File: src/rtl/mgmt_pkg.sv
package mgmt_pkg;
  // control register bit positions
  localparam int CB_DO  = 0;
  localparam int CB_DI  = 1;
  localparam int CB_OE  = 2;
  localparam int CB_CLK = 3;
  localparam int CTL_W  = 4;

  // header layout (16 bits, first bit on the wire at the top)
  localparam int HDR_W    = 16;
  localparam int REG_AW   = 5;
  localparam int PHY_LSB  = 7;
  localparam int REGA_LSB = 2;

  localparam logic [1:0] START_CODE = 2'b01;
  localparam logic [1:0] OP_WRITE   = 2'b01;
  localparam logic [1:0] OP_READ    = 2'b10;
  localparam logic [1:0] TA_WRITE   = 2'b10;

  typedef enum logic [1:0] {ST_IDLE = 2'd0, ST_RD = 2'd1, ST_WR = 2'd2} mst_t;

  function automatic mst_t hdr_decode(input logic [HDR_W-1:0] h);
    logic [1:0] st, op, ta;
    st = h[15:14];
    op = h[13:12];
    ta = h[1:0];
    if (st == START_CODE && op == OP_WRITE && ta == TA_WRITE) return ST_WR;
    if (st == START_CODE && op == OP_READ && !ta[0]) return ST_RD;
    return ST_IDLE;
  endfunction
endpackage

File: src/rtl/mgmt_edge_shift.sv
module mgmt_edge_shift #(
  parameter int SHIFT_W = 32
) (
  input  logic               clk,
  input  logic               rst_n,
  input  logic               ctl_we,
  input  logic               clk_bit,
  input  logic               do_bit,
  input  logic               oe_bit,
  input  logic               last_clk,
  output logic               rise,
  output logic [SHIFT_W-1:0] shift_next,
  output logic               sync_hit
);
  // only SHIFT_W-1 bits are stored; the new bit completes the window
  logic [SHIFT_W-2:0] shift_q;
  logic               in_bit;

  assign rise       = ctl_we && clk_bit && !last_clk;
  assign in_bit     = do_bit & oe_bit;
  assign shift_next = {shift_q, in_bit};
  assign sync_hit   = &shift_next;

  always_ff @(posedge clk) begin
    if (!rst_n)    shift_q <= '0;
    else if (rise) shift_q <= shift_next[SHIFT_W-2:0];
  end

  // the window moves only on a bit time
  assert_shift_hold_R3: assert property (@(posedge clk) disable iff (!rst_n)
    !rise |=> $stable(shift_q));
endmodule

File: src/rtl/mgmt_phy_table.sv
module mgmt_phy_table #(
  parameter int                NREG   = 32,
  parameter int                DATA_W = 16,
  parameter int                AW     = 5,
  parameter int                IDX_A  = 2,
  parameter logic [DATA_W-1:0] VAL_A  = 16'h0022,
  parameter int                IDX_B  = 3,
  parameter logic [DATA_W-1:0] VAL_B  = 16'h161a
) (
  input  logic [AW-1:0]     addr,
  output logic [DATA_W-1:0] rdata
);
  logic [DATA_W-1:0] entry [NREG];

  for (genvar i = 0; i < NREG; i++) begin : g_entry
    if (i == IDX_A)      begin : g_a assign entry[i] = VAL_A; end
    else if (i == IDX_B) begin : g_b assign entry[i] = VAL_B; end
    else                 begin : g_z assign entry[i] = '0;    end
  end

  assign rdata = (int'(addr) < NREG) ? entry[addr] : '0;
endmodule

File: src/rtl/mgmt_frame_fsm.sv
module mgmt_frame_fsm
  import mgmt_pkg::*;
#(
  parameter int SHIFT_W = 32,
  parameter int DATA_W  = 16
) (
  input  logic                 clk,
  input  logic                 rst_n,
  input  logic                 rise,
  input  logic                 sync_hit,
  input  logic [HDR_W-1:0]     hdr_bits,
  input  logic [DATA_W-1:0]    tbl_data,
  output logic [REG_AW-1:0]    tbl_addr,
  output logic                 di,
  output logic                 wr_commit,
  output logic [REG_AW-1:0]    wr_phy,
  output logic [REG_AW-1:0]    wr_reg,
  output logic [DATA_W-1:0]    wr_data
);
  localparam int CW = $clog2(SHIFT_W) + 2;
  localparam logic signed [CW-1:0] CNT_LOAD  = CW'(SHIFT_W);
  localparam logic signed [CW-1:0] CNT_HDR   = CW'(DATA_W);
  localparam logic signed [CW-1:0] CNT_ZERO  = '0;
  localparam logic signed [CW-1:0] CNT_FLOOR = '1;

  logic signed [CW-1:0] cnt_q, cnt_a;
  mst_t                 st_q, hdr_st, st_mid;
  logic [DATA_W-1:0]    dout_q;
  logic [REG_AW-1:0]    phy_q, reg_q;
  logic                 at_hdr, drive_bit, finish;

  assign tbl_addr  = hdr_bits[REGA_LSB +: REG_AW];
  assign cnt_a     = sync_hit ? CNT_LOAD : cnt_q;
  assign at_hdr    = rise && (cnt_a == CNT_HDR);
  assign hdr_st    = hdr_decode(hdr_bits);
  assign st_mid    = at_hdr ? hdr_st : st_q;
  assign drive_bit = rise && (cnt_a < CNT_HDR) && (cnt_a >= CNT_ZERO) && (st_mid == ST_RD);
  assign finish    = rise && (cnt_a == CNT_ZERO) && (st_mid != ST_IDLE);

  always_ff @(posedge clk) begin
    if (!rst_n) begin
      cnt_q     <= CNT_FLOOR;
      st_q      <= ST_IDLE;
      dout_q    <= '0;
      phy_q     <= '0;
      reg_q     <= '0;
      di        <= 1'b0;
      wr_commit <= 1'b0;
      wr_phy    <= '0;
      wr_reg    <= '0;
      wr_data   <= '0;
    end else begin
      wr_commit <= 1'b0;
      if (rise) begin
        // counter parks at the floor instead of wrapping
        cnt_q <= (cnt_a > CNT_FLOOR) ? cnt_a - 1'b1 : CNT_FLOOR;
        st_q  <= finish ? ST_IDLE : st_mid;
        if (at_hdr && hdr_st != ST_IDLE) begin
          phy_q <= hdr_bits[PHY_LSB +: REG_AW];
          reg_q <= tbl_addr;
        end
        if (at_hdr && hdr_st == ST_RD) begin
          dout_q <= tbl_data;
        end else if (drive_bit) begin
          di     <= dout_q[DATA_W-1];
          dout_q <= dout_q << 1;
        end
        if (finish && st_mid == ST_WR) begin
          wr_commit <= 1'b1;
          wr_phy    <= phy_q;
          wr_reg    <= reg_q;
          wr_data   <= hdr_bits[DATA_W-1:0];
        end
      end
    end
  end

  // the counter never runs below its floor
  assert_cnt_floor_R10: assert property (@(posedge clk) disable iff (!rst_n)
    cnt_q >= CNT_FLOOR);
  // a commit is a single-cycle pulse
  assert_commit_pulse_R6: assert property (@(posedge clk) disable iff (!rst_n)
    wr_commit |=> !wr_commit);
  // a commit only ends a frame that decoded as a write
  assert_commit_src_R6: assert property (@(posedge clk) disable iff (!rst_n)
    $rose(wr_commit) |-> $past(st_q) == ST_WR);
  // an idle frame never drives data-in
  assert_idle_quiet_R8: assert property (@(posedge clk) disable iff (!rst_n)
    (st_mid == ST_IDLE && rise) |=> $stable(di));
endmodule

File: src/rtl/mgmt_phy_slave.sv
module mgmt_phy_slave
  import mgmt_pkg::*;
#(
  parameter int                NREG      = 32,
  parameter int                DATA_W    = 16,
  parameter int                ID_HI_IDX = 2,
  parameter logic [DATA_W-1:0] ID_HI     = 16'h0022,
  parameter int                ID_LO_IDX = 3,
  parameter logic [DATA_W-1:0] ID_LO     = 16'h161a
) (
  input  logic              clk,
  input  logic              rst_n,
  input  logic              ctl_we,
  input  logic [3:0]        ctl_wdata,
  output logic [3:0]        ctl_rdata,
  output logic              wr_commit,
  output logic [4:0]        wr_phy,
  output logic [4:0]        wr_reg,
  output logic [15:0]       wr_data
);
  localparam int SHIFT_W = 2 * DATA_W;

  logic                 clk_q, oe_q, do_q, di;
  logic                 rise, sync_hit;
  logic [SHIFT_W-1:0]   shift_next;
  logic [REG_AW-1:0]    tbl_addr;
  logic [DATA_W-1:0]    tbl_data;

  always_ff @(posedge clk) begin
    if (!rst_n) begin
      clk_q <= 1'b0;
      oe_q  <= 1'b0;
      do_q  <= 1'b0;
    end else if (ctl_we) begin
      clk_q <= ctl_wdata[CB_CLK];
      oe_q  <= ctl_wdata[CB_OE];
      do_q  <= ctl_wdata[CB_DO];
    end
  end

  always_comb begin
    ctl_rdata         = '0;
    ctl_rdata[CB_DO]  = do_q;
    ctl_rdata[CB_DI]  = di;
    ctl_rdata[CB_OE]  = oe_q;
    ctl_rdata[CB_CLK] = clk_q;
  end

  mgmt_edge_shift #(.SHIFT_W(SHIFT_W)) u_shift (
    .clk(clk), .rst_n(rst_n), .ctl_we(ctl_we),
    .clk_bit(ctl_wdata[CB_CLK]), .do_bit(ctl_wdata[CB_DO]), .oe_bit(ctl_wdata[CB_OE]),
    .last_clk(clk_q), .rise(rise), .shift_next(shift_next), .sync_hit(sync_hit)
  );

  mgmt_phy_table #(
    .NREG(NREG), .DATA_W(DATA_W), .AW(REG_AW),
    .IDX_A(ID_HI_IDX), .VAL_A(ID_HI), .IDX_B(ID_LO_IDX), .VAL_B(ID_LO)
  ) u_table (
    .addr(tbl_addr), .rdata(tbl_data)
  );

  mgmt_frame_fsm #(.SHIFT_W(SHIFT_W), .DATA_W(DATA_W)) u_fsm (
    .clk(clk), .rst_n(rst_n), .rise(rise), .sync_hit(sync_hit),
    .hdr_bits(shift_next[HDR_W-1:0]), .tbl_data(tbl_data), .tbl_addr(tbl_addr),
    .di(di), .wr_commit(wr_commit), .wr_phy(wr_phy), .wr_reg(wr_reg), .wr_data(wr_data)
  );

  // data-in moves only on a bit time, never on a plain host write
  assert_di_ro_R2: assert property (@(posedge clk) disable iff (!rst_n)
    !rise |=> $stable(ctl_rdata[CB_DI]));
endmodule

File: config.mk
export PLATFORM = sky130hd
export DESIGN_NAME = mgmt_phy_slave
export DESIGN_NICKNAME = d
export VERILOG_FILES = /design/src/rtl/mgmt_pkg.sv /design/src/rtl/mgmt_edge_shift.sv /design/src/rtl/mgmt_phy_table.sv /design/src/rtl/mgmt_frame_fsm.sv /design/src/rtl/mgmt_phy_slave.sv
export SDC_FILE = /design/constraint.sdc
export NUM_CORES = 1
export LEC_CHECK = 0
export BUFFER_PORTS_ARGS = -buffer_cell sky130_fd_sc_hd__clkbuf_2
export CORE_UTILIZATION = 27
export DETAILED_ROUTE_END_ITERATION = 7
export GPL_TIMING_DRIVEN = 0
export PLACE_DENSITY = 0.45
export SETUP_SLACK_MARGIN = 0.3
export SYNTH_ARGS = -nofsm -noshare
export SYNTH_HDL_FRONTEND = slang
export SYNTH_SLANG_ARGS = --single-unit
File: constraint.sdc
create_clock -name clk -period 3.4 [get_ports clk]
set_input_delay 0.34 -clock clk [delete_from_list [all_inputs] [get_ports clk]]
set_output_delay 0.34 -clock clk [all_outputs]
set_load 0.1 [all_outputs]
==> impl_metrics.py <==
metrics = {
    "worst_setup_path": {
        "rrSetupSlack_ps": 540,
        "max_stage_delay_ps": 470,
        "crit_chain": "nand4_1 > nor2_1 > nand3_4 > and2_4 > inv_1 > ha_1 > and4bb_2 > nand3_1 > mux2i_1 > nand4_1 > buf_6 > buf_4 > mux2i_1",
        "cp-start-kind": "flop",
        "cp_top_family": "simple AND/OR/NAND/NOR gates",
        "crit_path_end_kind": "flop",
        "crit_slowest_cell": "dfxtp_1",
        "cp_num_buf_inv": 3,
        "rr_worst_depth": 13,
        "path_class": "flop to flop",
        "r2r_end": "u_fsm.wr_phy[3]$_SDFFE_PN0P_",
        "r2r_start": "u_shift.shift_q[5]$_SDFFE_PN0P_",
        "arrival_ps": 3100,
        "worstPathMaxFanout": 6,
        "required_ps": 3640,
    },
    "grt": {
        "grt_usage": 0.137,
        "grt_util_met1": 0.188,
        "use_met2": 0.204,
        "grt_max_degree": 17,
        "grt_overflow": 0,
        "first_global_vias": 3176,
        "antenna_found_initial": 0,
        "grt_busiest_layer": "met2",
        "met3_usage": 0.0372,
        "grt_pass1_wl_mm": 16.8,
    },
    "yosys": {
        "synthAdderAreaFrac": 0.00915,
        "yosysWarnings": 0,
        "synth_mux_area_frac": 0.100,
        "synth_top_family_by_area": "simple AND/OR/NAND/NOR gates",
        "synth_xor_area_frac": 0,
        "synth-compound-area-share": 0.122,
        "ys_ff_latch": 96,
        "synth.avg_cell_area_sq_um": 8.57,
        "seq_area_frac_synth": 0.468,
        "syn_area_sq_mm": 0.00410,
        "yosysUniqueCellTypes": 47,
        "synth-simple-area-share": 0.247,
        "ys_top_cells_by_count": "nand2_1, dfxtp_1, a21oi_1, mux2i_1, nor2_1",
        "synth_top_cell_by_area": "dfxtp_1",
        "synth_area_leaders": "dfxtp_1, nand2_1, mux2i_1, a21oi_1, nor2_1",
        "yosysMostFrequentCell": "nand2_1",
        "synth_edf_count": 0,
        "syn_inst": 479,
        "ys.flop_type": "dfxtp_1",
        "async_flop_share": 0,
        "synth_nets": 489,
        "yosys.area.top_type_share": 0.468,
    },
    "sta": {
        "timing.final.crit_share": 0.841,
        "slew_violations": 0,
        "tightestPinTransition_ps": 768,
        "fin_setup_tns_ps": 0,
        "maxSlewHeadroom": 0.488,
        "rsz0062_at_grt": "no",
        "hold_violations": 0,
        "timing.fmax_mhz": 350,
        "setup_viol": 0,
        "fin_crit_ps": 2860,
        "fin_worst_skew_ps": 10.9,
    },
    "floorplanning": {
        "die_h_microns": 125,
        "rows": 44,
        "core_sq_mm": 0.0147,
        "die_w_microns": 125,
        "io_pins": 38,
        "dieArea_sq_mm": 0.0157,
        "initial_core_util": 0.279,
    },
    "cts": {
        "cts_inserted_buffers": 9,
        "cts-root-buf": "clkbuf_16",
        "cts.path.max_buffers": 2,
        "clk_latency_ps": 350,
        "cts_tree": "built",
        "cts_hold_buf": 0,
        "htree_levels": 3,
        "cts.sinks": 96,
        "clk_pin_slew_ps": 70,
    },
    "hold_path": {
        "hp-class": "primary input to flop",
        "hp-start": "ctl_wdata[3]",
        "holdPathEnd": "clk_q$_SDFFE_PN0P_",
        "hold_depth": 3,
    },
    "detailed_routing": {
        "vias_per_cell": 4.74,
        "dr.pass1.iters": 6,
        "drtAntennaViolNets": 0,
        "wl_mm": 10.2,
        "vias": 3404,
        "drt_iter0_drc": 151,
        "routedWlPerCell_microns": 14.2,
        "drc": 2,
    },
    "final_layout": {
        "biggestRegsByFlops": "u_shift.shift_q (31), u_fsm.wr_data (16), u_fsm.dout_q (15)",
        "final.fill_count": 1537,
        "largest_register": "u_shift.shift_q",
        "final_util": 0.335,
        "synthToLayoutAreaGrowth_pct": 20.2,
        "multi_input_area_sq_mm": 0.00203,
        "drive_gt1_frac": 0.184,
        "stdcell_count": 718,
        "seq_area_sq_mm": 0.00194,
        "antenna_cells": 0,
        "largest_reg_flops": 31,
        "nets": 539,
    },
    "place": {
        "hpwl_mm": 7.18,
        "io_buffers": 34,
        "gp_congestion": 0.829,
        "dp_cells": 697,
    },
    "job": {
        "cap_violations": 0,
    },
    "power_and_ir_drop": {
        "power_mw": 2.27,
        "cellLeakagePower_nw": 1.91,
        "vdd_drop_max_mv": 0.217,
        "power_density_mw_per_mm2": 460,
    },
    "status": {
        "outcome": "complete, but fails checks",
        "violations": "design-rule violations",
    },
}
[power breakdown]
group | switching [mW] | internal [mW] | leakage [nW] | total, mW
sequential | 0.00212 | 1.12 | 0.778 | 1.13
combinational | 0.0719 | 0.0171 | 0.975 | 0.0891
clock | 0.456 | 0.595 | 0.153 | 1.05
total | 0.530 | 1.74 | 1.91 | 2.27
[area by class of cell]
| type | instances | area share |
|---|---|---|
| inverter | 3 | 0.00228 |
| clock inverter | 6 | 0.0134 |
| clock buffer | 10 | 0.0485 |
| sequential | 96 | 0.393 |
| multi-input combinational | 345 | 0.411 |
| timing repair buffer | 39 | 0.0421 |
| tap | 184 | 0.0467 |
| buffer | 35 | 0.0431 |
[cells by family (layout without fill, tap and decap cells)]
family / count (synthesis) / in the layout
mux: 41 / 41
compound gates: 79 / 79
buf+inv: 38 / 93
simple gates: 222 / 222
fa+ha+maj: 3 / 3
flops: 96 / 96
[layout by cell type, fill, tap and decap left out, types with 3 or more instances in the layout]
master	synthesis	layout
ha_1	3	3
nand4_1	8	8
nor2b_1	4	4
nand3b_1	3	3
o21ai_0	3	3
a21oi_1	46	46
nand2_1	132	132
mux2i_1	41	41
clkbuf_2	0	34
buf_4	6	12
clkbuf_16	0	9
nor3_1	11	7
buf_6	3	3
nor2_1	27	27
o31ai_1	7	7
nand3_1	15	14
dfxtp_1	96	88
dfxtp_2	0	6
buf_1	4	4
o21ai_1	8	7
clkbuf_1	19	19
a211oi_2	6	6
[worst max-delay path by stage]
stage	depth (start not counted)	slack (ps)	endpoint	startpoint
after detailed placement	10	70	u_fsm.dout_q[13]$_SDFFE_PN0P_	u_shift.shift_q[1]$_SDFFE_PN0P_
after floorplan	12	740	u_fsm.dout_q[10]$_SDFFE_PN0P_	u_shift.shift_q[1]$_SDFFE_PN0P_
final	13	540	u_fsm.wr_phy[3]$_SDFFE_PN0P_	u_shift.shift_q[5]$_SDFFE_PN0P_
after global placement	10	100	u_fsm.dout_q[13]$_SDFFE_PN0P_	u_shift.shift_q[1]$_SDFFE_PN0P_
after CTS	13	320	u_fsm.reg_q[0]$_SDFFE_PN0P_	u_shift.shift_q[3]$_SDFFE_PN0P_
after global routing	13	320	u_fsm.wr_commit$_SDFF_PN0_	u_shift.shift_q[5]$_SDFFE_PN0P_
[timing repair]
action,in CTS,in global routing
resized for setup,10,18
gates cloned,1,0
setup endpoints to repair,43,52
buffers inserted,1,3
pin swaps,1,2
[per-stage QoR]
stage               hold WS, ps  setup WS (ps)  instance area (sq um)
finish                      270            540                   4930
global route                288            317                   4930
CTS                         251            318                   4860
floorplan                   428            741                   4100
global placement            441            105                   4500
detailed placement          445           68.7                   4500
[worst reg2reg max path: stages (launching register included)]
cell and delay [ps]:
dfxtp_1 470, nand4_1 150, nor2_1 350, nand3_4 170
and2_4 200, inv_1 70, ha_1 180, and4bb_2 310
nand3_1 110, mux2i_1 150, nand4_1 130, buf_6 180
buf_4 160, mux2i_1 120
[routing by layer]
layer,share of wire,wire (microns)
met5,0,0
met4,0.0068,69
met3,0.043,437
met2,0.44,4480
met1,0.51,5200
(Power assumes the default switching activity.)
